`config.mk`:
```
export PLATFORM = sky130hd
export DESIGN_NAME = spec_load_table
export DESIGN_NICKNAME = d
export VERILOG_FILES = /design/src/rtl/specload_pkg.sv /design/src/rtl/specload_store.sv /design/src/rtl/specload_ctrl.sv /design/src/rtl/spec_load_table.sv
export SDC_FILE = /design/constraint.sdc
export NUM_CORES = 1
export LEC_CHECK = 0
export ABC_CLOCK_PERIOD_IN_PS = 2850
export BUFFER_PORTS_ARGS = -buffer_cell sky130_fd_sc_hd__buf_2
export CORE_UTILIZATION = 35
export CTS_CLUSTER_SIZE = 8
export DETAILED_ROUTE_END_ITERATION = 16
export GPL_ROUTABILITY_DRIVEN = 0
export PLACE_DENSITY = 0.53
export REMOVE_ABC_BUFFERS = 1
export SETUP_SLACK_MARGIN = 0.1
export SLEW_MARGIN = 30
export SYNTH_ARGS = -nofsm -noshare
export SYNTH_HDL_FRONTEND = slang
export SYNTH_SLANG_ARGS = --single-unit
```
`constraint.sdc`:
```
create_clock -name clk -period 2.85 [get_ports clk]
set_input_delay 0.1425 -clock clk [delete_from_list [all_inputs] [get_ports clk]]
set_output_delay 0.1425 -clock clk [all_outputs]
set_load 0.01 [all_outputs]
```
`src/rtl/specload_pkg.sv`:
```
package specload_pkg;
  localparam int ENTRY_CNT = 32;
  localparam int IDX_W     = $clog2(ENTRY_CNT);

  // strobes from control to storage
  typedef struct packed {
    logic                 wipeAll;
    logic                 allocEn;
    logic [IDX_W-1:0]     allocIdx;
    logic [ENTRY_CNT-1:0] dropMask;
  } tblCmd_t;
endpackage

```
`src/rtl/specload_store.sv`:
```
module specload_store
  import specload_pkg::*;
#(
  parameter int REG_W = 7,
  parameter int TAG_W = 8
) (
  input  logic                 clk,
  input  logic                 rstN,
  input  tblCmd_t              cmd,
  input  logic [REG_W-1:0]     ldRegId,
  input  logic [TAG_W-1:0]     ldTag,
  input  logic [TAG_W-1:0]     stTag,
  input  logic [REG_W-1:0]     chkRegId,
  output logic [ENTRY_CNT-1:0] stMatch,
  output logic                 lookHit
);
  localparam int HI_W = REG_W - IDX_W;

  logic [ENTRY_CNT-1:0] validQ;
  logic [HI_W-1:0]      hiQ  [ENTRY_CNT];
  logic [TAG_W-1:0]     tagQ [ENTRY_CNT];
  logic [ENTRY_CNT-1:0] allocVec;

  // parallel tag comparators, one per entry
  for (genvar e = 0; e < ENTRY_CNT; e++) begin : g_cmp
    assign stMatch[e]  = validQ[e] && (tagQ[e] == stTag);
    assign allocVec[e] = cmd.allocEn && (cmd.allocIdx == IDX_W'(e));
  end

  always_ff @(posedge clk) begin
    for (int e = 0; e < ENTRY_CNT; e++) begin
      if (!rstN || cmd.wipeAll) begin
        validQ[e] <= 1'b0;
        if (!rstN) begin
          hiQ[e]  <= '0;
          tagQ[e] <= '0;
        end
      end else if (allocVec[e]) begin
        validQ[e] <= 1'b1;
        hiQ[e]    <= ldRegId[REG_W-1:IDX_W];
        tagQ[e]   <= ldTag;
      end else if (cmd.dropMask[e]) begin
        validQ[e] <= 1'b0;
      end
    end
  end

  logic [IDX_W-1:0] chkIdx;
  assign chkIdx  = chkRegId[IDX_W-1:0];
  assign lookHit = validQ[chkIdx] && (hiQ[chkIdx] == chkRegId[REG_W-1:IDX_W]);


  wipe_empties_chk: assert property (@(posedge clk) disable iff (!rstN)
    cmd.wipeAll |=> (validQ == '0));


  drop_applied_chk: assert property (@(posedge clk) disable iff (!rstN)
    (!cmd.wipeAll && (cmd.dropMask != '0)) |=>
      ((validQ & $past(cmd.dropMask) & ~$past(allocVec)) == '0));


  alloc_wins_chk: assert property (@(posedge clk) disable iff (!rstN)
    (cmd.allocEn && !cmd.wipeAll) |=> validQ[$past(cmd.allocIdx)]);
endmodule

```
`src/rtl/specload_ctrl.sv`:
```
module specload_ctrl
  import specload_pkg::*;
#(
  parameter int REG_W = 7
) (
  input  logic                 flushAll,
  input  logic                 ldValid,
  input  logic [REG_W-1:0]     ldRegId,
  input  logic                 stValid,
  input  logic [ENTRY_CNT-1:0] stMatch,
  input  logic                 chkValid,
  input  logic [REG_W-1:0]     chkRegId,
  input  logic                 chkClear,
  input  logic                 lookHit,
  output tblCmd_t              cmd,
  output logic                 chkHit,
  output logic                 chkFail
);
  logic [ENTRY_CNT-1:0] consumeVec;

  always_comb begin
    consumeVec = '0;
    if (chkValid && chkClear && lookHit)
      consumeVec[chkRegId[IDX_W-1:0]] = 1'b1;
  end

  always_comb begin
    cmd.wipeAll  = flushAll;
    cmd.allocEn  = ldValid;
    cmd.allocIdx = ldRegId[IDX_W-1:0];
    cmd.dropMask = (stValid ? stMatch : '0) | consumeVec;
  end

  assign chkHit  = chkValid && lookHit;
  assign chkFail = chkValid && !lookHit;
endmodule

```
`src/rtl/spec_load_table.sv`:
```
module spec_load_table
  import specload_pkg::*;
#(
  parameter int REG_W = 7,
  parameter int TAG_W = 8
) (
  input  logic             clk,
  input  logic             rstN,
  input  logic             flushAll,
  input  logic             ldValid,
  input  logic [REG_W-1:0] ldRegId,
  input  logic [TAG_W-1:0] ldTag,
  input  logic             stValid,
  input  logic [TAG_W-1:0] stTag,
  input  logic             chkValid,
  input  logic [REG_W-1:0] chkRegId,
  input  logic             chkClear,
  output logic             chkHit,
  output logic             chkFail
);
  tblCmd_t              cmd;
  logic [ENTRY_CNT-1:0] stMatch;
  logic                 lookHit;

  specload_ctrl #(.REG_W(REG_W)) u_ctrl (
    .flushAll(flushAll), .ldValid(ldValid), .ldRegId(ldRegId),
    .stValid(stValid), .stMatch(stMatch), .chkValid(chkValid),
    .chkRegId(chkRegId), .chkClear(chkClear), .lookHit(lookHit),
    .cmd(cmd), .chkHit(chkHit), .chkFail(chkFail)
  );

  specload_store #(.REG_W(REG_W), .TAG_W(TAG_W)) u_store (
    .clk(clk), .rstN(rstN), .cmd(cmd), .ldRegId(ldRegId), .ldTag(ldTag),
    .stTag(stTag), .chkRegId(chkRegId), .stMatch(stMatch), .lookHit(lookHit)
  );


  load_visible_chk: assert property (@(posedge clk) disable iff (!rstN)
    (ldValid && !flushAll) |=>
      (!chkValid || (chkRegId != $past(ldRegId)) || chkHit));


  clear_consume_chk: assert property (@(posedge clk) disable iff (!rstN)
    (chkValid && chkClear && chkHit && !flushAll &&
     !(ldValid && (ldRegId[IDX_W-1:0] == chkRegId[IDX_W-1:0]))) |=>
      (!chkValid || (chkRegId != $past(chkRegId)) || !chkHit));


  flush_empty_chk: assert property (@(posedge clk) disable iff (!rstN)
    flushAll |=> !chkHit);


  idle_quiet_chk: assert property (@(posedge clk) disable iff (!rstN)
    !chkValid |-> (!chkHit && !chkFail));
endmodule

```
==> impl_metrics.prom <==
# TYPE chip_impl_metric gauge
chip_impl_metric{name="placed_area",unit="um2"} 18600
chip_impl_metric{name="timing_max_transition_violations_final",unit=""} 0
chip_impl_metric{name="number_of_i_o_pins",unit=""} 39
chip_impl_metric{name="std_cell_rows",unit=""} 81
chip_impl_metric{name="irDropWorstVdd",unit="V"} 0.0003720
chip_impl_metric{name="clock_insertion_delay_worst_skew",unit="ps"} 580
chip_impl_metric{name="period_minus_slack",unit="ps"} 2745
chip_impl_metric{name="finalHoldViolCount",unit=""} 0
chip_impl_metric{name="combPwrFrac",unit=""} 0.088
chip_impl_metric{name="initial_core_util",unit=""} 0.3575
chip_impl_metric{name="finalCritPeriodShare",unit=""} 0.9632
chip_impl_metric{name="die-height",unit="um"} 226.5
chip_impl_info{name="startpoint_type",value="flop"} 1
chip_impl_metric{name="routed-via-count",unit=""} 11710
chip_impl_info{name="synth_flop_cell",value="edfxtp_1"} 1
chip_impl_metric{name="cts_inserted_buffers",unit=""} 49
chip_impl_metric{name="grt_pass1_wl",unit="um"} 75150
chip_impl_metric{name="port_buffers",unit=""} 38
chip_impl_metric{name="fill_cells",unit=""} 4629
chip_impl_metric{name="crit_required",unit="ps"} 2710
chip_impl_metric{name="cts_max_level",unit=""} 2
chip_impl_info{name="critPathMostFrequentCell",value="mux2i_2"} 1
chip_impl_metric{name="layout.cell_area.non_filler",unit="um2"} 20160
chip_impl_metric{name="cts.clk_slew.worst_paths",unit="ps"} 50
chip_impl_metric{name="detail_route.iter0.violations",unit=""} 882
chip_impl_metric{name="synth.yosys.warnings",unit=""} 0
chip_impl_metric{name="clockBufferDepth",unit=""} 3
chip_impl_metric{name="routed_wire_length_per_instance",unit="um"} 23.30
chip_impl_metric{name="area_delta_synth_final",unit="%"} 14.26
chip_impl_info{name="tritoncts",value="yes"} 1
chip_impl_metric{name="async_reset_ff_frac",unit=""} 0
chip_impl_metric{name="timing.reg2reg.worst_path_depth",unit=""} 8
chip_impl_info{name="outcome",value="finished, final reports clean"} 1
chip_impl_metric{name="drtAntennaViolNets",unit=""} 0
chip_impl_metric{name="routed_wl",unit="um"} 50760
chip_impl_metric{name="synthesis.area_per_instance",unit="um2"} 11.91
chip_impl_metric{name="drv_cap",unit=""} 0
chip_impl_metric{name="power.switching_fraction",unit=""} 0.2408
chip_impl_metric{name="grt.met3_usage",unit=""} 0.03369
chip_impl_info{name="yosys.cell_count.top_type",value="edfxtp_1"} 1
chip_impl_metric{name="grt_antenna_before_repair",unit=""} 3
chip_impl_metric{name="clkSinkCount",unit=""} 352
chip_impl_metric{name="numPlacedInstances",unit=""} 2080
chip_impl_metric{name="vias_per_cell",unit=""} 5.374
chip_impl_metric{name="final_nets",unit=""} 1509
chip_impl_metric{name="synth_edf_count",unit=""} 320
chip_impl_metric{name="core_area",unit="um2"} 49360
chip_impl_metric{name="yosysTopAreaCellShare",unit=""} 0.5446
chip_impl_metric{name="clock_power_share",unit=""} 0.437
chip_impl_metric{name="floorplan.die_area",unit="um2"} 51310
chip_impl_metric{name="power_leakage",unit="nW"} 8.043
chip_impl_info{name="rsz0062_at_grt",value="yes"} 1
chip_impl_metric{name="min_path_cells",unit=""} 4
chip_impl_info{name="critical_path.slowest_cell",value="edfxtp_1"} 1
chip_impl_metric{name="die_width",unit="um"} 226.5
chip_impl_metric{name="max_clock_freq",unit="GHz"} 0.3643
chip_impl_metric{name="power.density",unit="nW/um2"} 625.2
chip_impl_metric{name="final_layout_size_suffix_gt1_frac",unit=""} 0.1216
chip_impl_metric{name="ys_ff_latch",unit=""} 352
chip_impl_info{name="path_class",value="flop to output pin"} 1
chip_impl_metric{name="dp.final_hpwl",unit="um"} 29510
chip_impl_metric{name="global_route.overflow_total",unit=""} 0
chip_impl_metric{name="power.share.sequential",unit=""} 0.475
chip_impl_metric{name="global_route.usage.total",unit=""} 0.2002
chip_impl_info{name="critPathCaptureType",value="output pin"} 1
chip_impl_metric{name="drtPass1Iterations",unit=""} 5
chip_impl_metric{name="drc_viols",unit=""} 0
chip_impl_metric{name="ys_seq_area_frac",unit=""} 0.5810
chip_impl_info{name="synth_top_cells_by_area",value="edfxtp_1, xor2_1, and3_1"} 1
chip_impl_metric{name="grt_use_met2",unit=""} 0.3353
chip_impl_metric{name="critical-path-max-stage-delay",unit="ps"} 390
chip_impl_metric{name="tightest_slew",unit="ps"} 962.0
chip_impl_metric{name="power.internal",unit="mW"} 9.569
chip_impl_metric{name="synth.cell_area",unit="um2"} 17640
chip_impl_metric{name="first_global_vias",unit=""} 11740
chip_impl_metric{name="worst_slew_margin",unit=""} 0.3587
chip_impl_metric{name="setup_viol_count_final",unit=""} 0
chip_impl_metric{name="final-instance-count-excl-fill",unit=""} 2179
chip_impl_info{name="globalRoute.busiestLayer",value="met2"} 1
chip_impl_metric{name="cp_data_arrival_time",unit="ps"} 2600
chip_impl_metric{name="postSynthCellCount",unit=""} 1481
chip_impl_metric{name="fin_hold_ws",unit="ps"} 38.84
chip_impl_metric{name="largest_net_degree_at_the_start_of_global_routing",unit=""} 47
chip_impl_info{name="holdCritPathClass",value="primary input to flop"} 1
chip_impl_info{name="clock_tree.root_cell",value="clkbuf_16"} 1
chip_impl_info{name="netlist.top_cell.by_area",value="edfxtp_1"} 1
chip_impl_metric{name="finalClockSkew",unit="ps"} 14.39
chip_impl_metric{name="crit_path_max_fanout",unit=""} 2
chip_impl_info{name="synthTopCellsByCount",value="edfxtp_1, and3_1, xor2_1"} 1
chip_impl_metric{name="yosys.cell_types.count",unit=""} 48
chip_impl_metric{name="gr-usage-met1",unit=""} 0.2650
chip_impl_metric{name="fin_setup_tns",unit="ps"} 0
chip_impl_info{name="crit_path_cell_trace",value="mux2i_2 -> o22ai_2 -> nor4_2 -> mux2i_2 -> o21ai_4 -> nor2_4 -> and2_4 -> buf_6"} 1
chip_impl_metric{name="p_sw",unit="mW"} 3.035
path summary, 6_finish.rpt:
path                 startpoint                 end  slack (ps)
max reg2reg  u_store.hiQ[31][0]  u_store.validQ[28]         350
min reg2reg  u_store.validQ[31]  u_store.validQ[31]         490
max          u_store.hiQ[31][0]              chkHit         100
min                  ldRegId[4]   u_store.validQ[0]          40
registers in the layout, indices dropped and copies added (netlist names):
name,cells
u_store.hiQ,64
u_store.tagQ,256
u_store.validQ,32
final cells by class:
cell class | count | area (um2) | share of cell area
Sequential cell | 352 | 10250 | 0.5084
Timing Repair Buffer | 93 | 749.5 | 0.03718
Clock buffer | 91 | 1426 | 0.07075
Clock inverter | 1 | 8.758 | 0.0004345
Antenna cell | 2 | 5.005 | 0.0002483
Multi-Input combinational cell | 976 | 6889 | 0.3417
Tap cell | 664 | 830.8 | 0.04121
layout by cell type, fill, tap and decap left out, types with 6 or more instances in the layout:
cell type  netlist  routed
a21oi_1          8       8
nor3_1          37      32
xor2_1         217     216
dfxtp_1         32      32
and3_1         281     281
buf_4            2      43
xnor2_1         40      40
a31oi_1         26      26
clkbuf_16        0      51
nand2_1         52      52
o22ai_1         19      17
nor2_1          26      23
nand4_1         34      34
and2_1          42      40
nand2b_1         6       6
mux2i_1         45      42
nor4_1          51      47
or3_1            6       6
buf_2            3      37
clkbuf_1       120      40
o21ai_0         24      24
edfxtp_1       320     320
buf_12           1      11
nand3_1         17      17
metal layers:
metal | vias to the layer above | wire length, um
met1 | 5878 | 22610
met5 | - | 13
met4 | 2 | 1182
met2 | 336 | 24250
li1 | 5410 | -
met3 | 85 | 2702
per-stage QoR:
| step | power (mW) | worst slack (ps) | utilization |
|---|---|---|---|
| after detailed placement | 7.166 | 67.99 | 0.3769 |
| after global placement | 7.144 | 118.6 | 0.3769 |
| after CTS | 12.68 | 101.1 | 0.4072 |
| after global routing | 12.98 | 36.96 | 0.4084 |
| final | 12.60 | 104.9 | 0.4084 |
| after floorplan | 6.585 | -1346 | - |
power by group through the flow:
stage	Sequential (mW)	Clock [mW]	Combinational, mW
finish	5.99	5.51	1.11
global route	6.01	5.78	1.20
CTS	5.99	5.59	1.10
detailed placement	6.09	0	1.08
global placement	6.09	0	1.06
floorplan	6.05	0	0.532
kinds of logic (layout without fill, tap and decap cells):
group	Yosys count	after routing	share of synthesized area
and+or+nand+nor	576	576	0.1932
buffers and inverters	153	185	0.03602
other	0	2	0
muxes	50	50	0.02872
DFF	352	352	0.5810
xor gates and xnor gates	257	257	0.1276
AOI/OAI and AO/OA	93	93	0.03354
what timing repair did:
item                       CTS  global route
setup buffers                3             1
hold endpoints to repair     1             0
pin swaps                    2             7
hold buffers                 1             0
resized for setup            4            11
setup endpoints to repair    2             2
critical path, delay by kind of cell, from the launching register on:
kind | cells | cell delay (ps)
mux | 2 | 610
compound gates | 2 | 270
buf+inv | 1 | 90
simple gates | 3 | 680
flops | 1 | 390
Power figures use the tool's default switching activity.
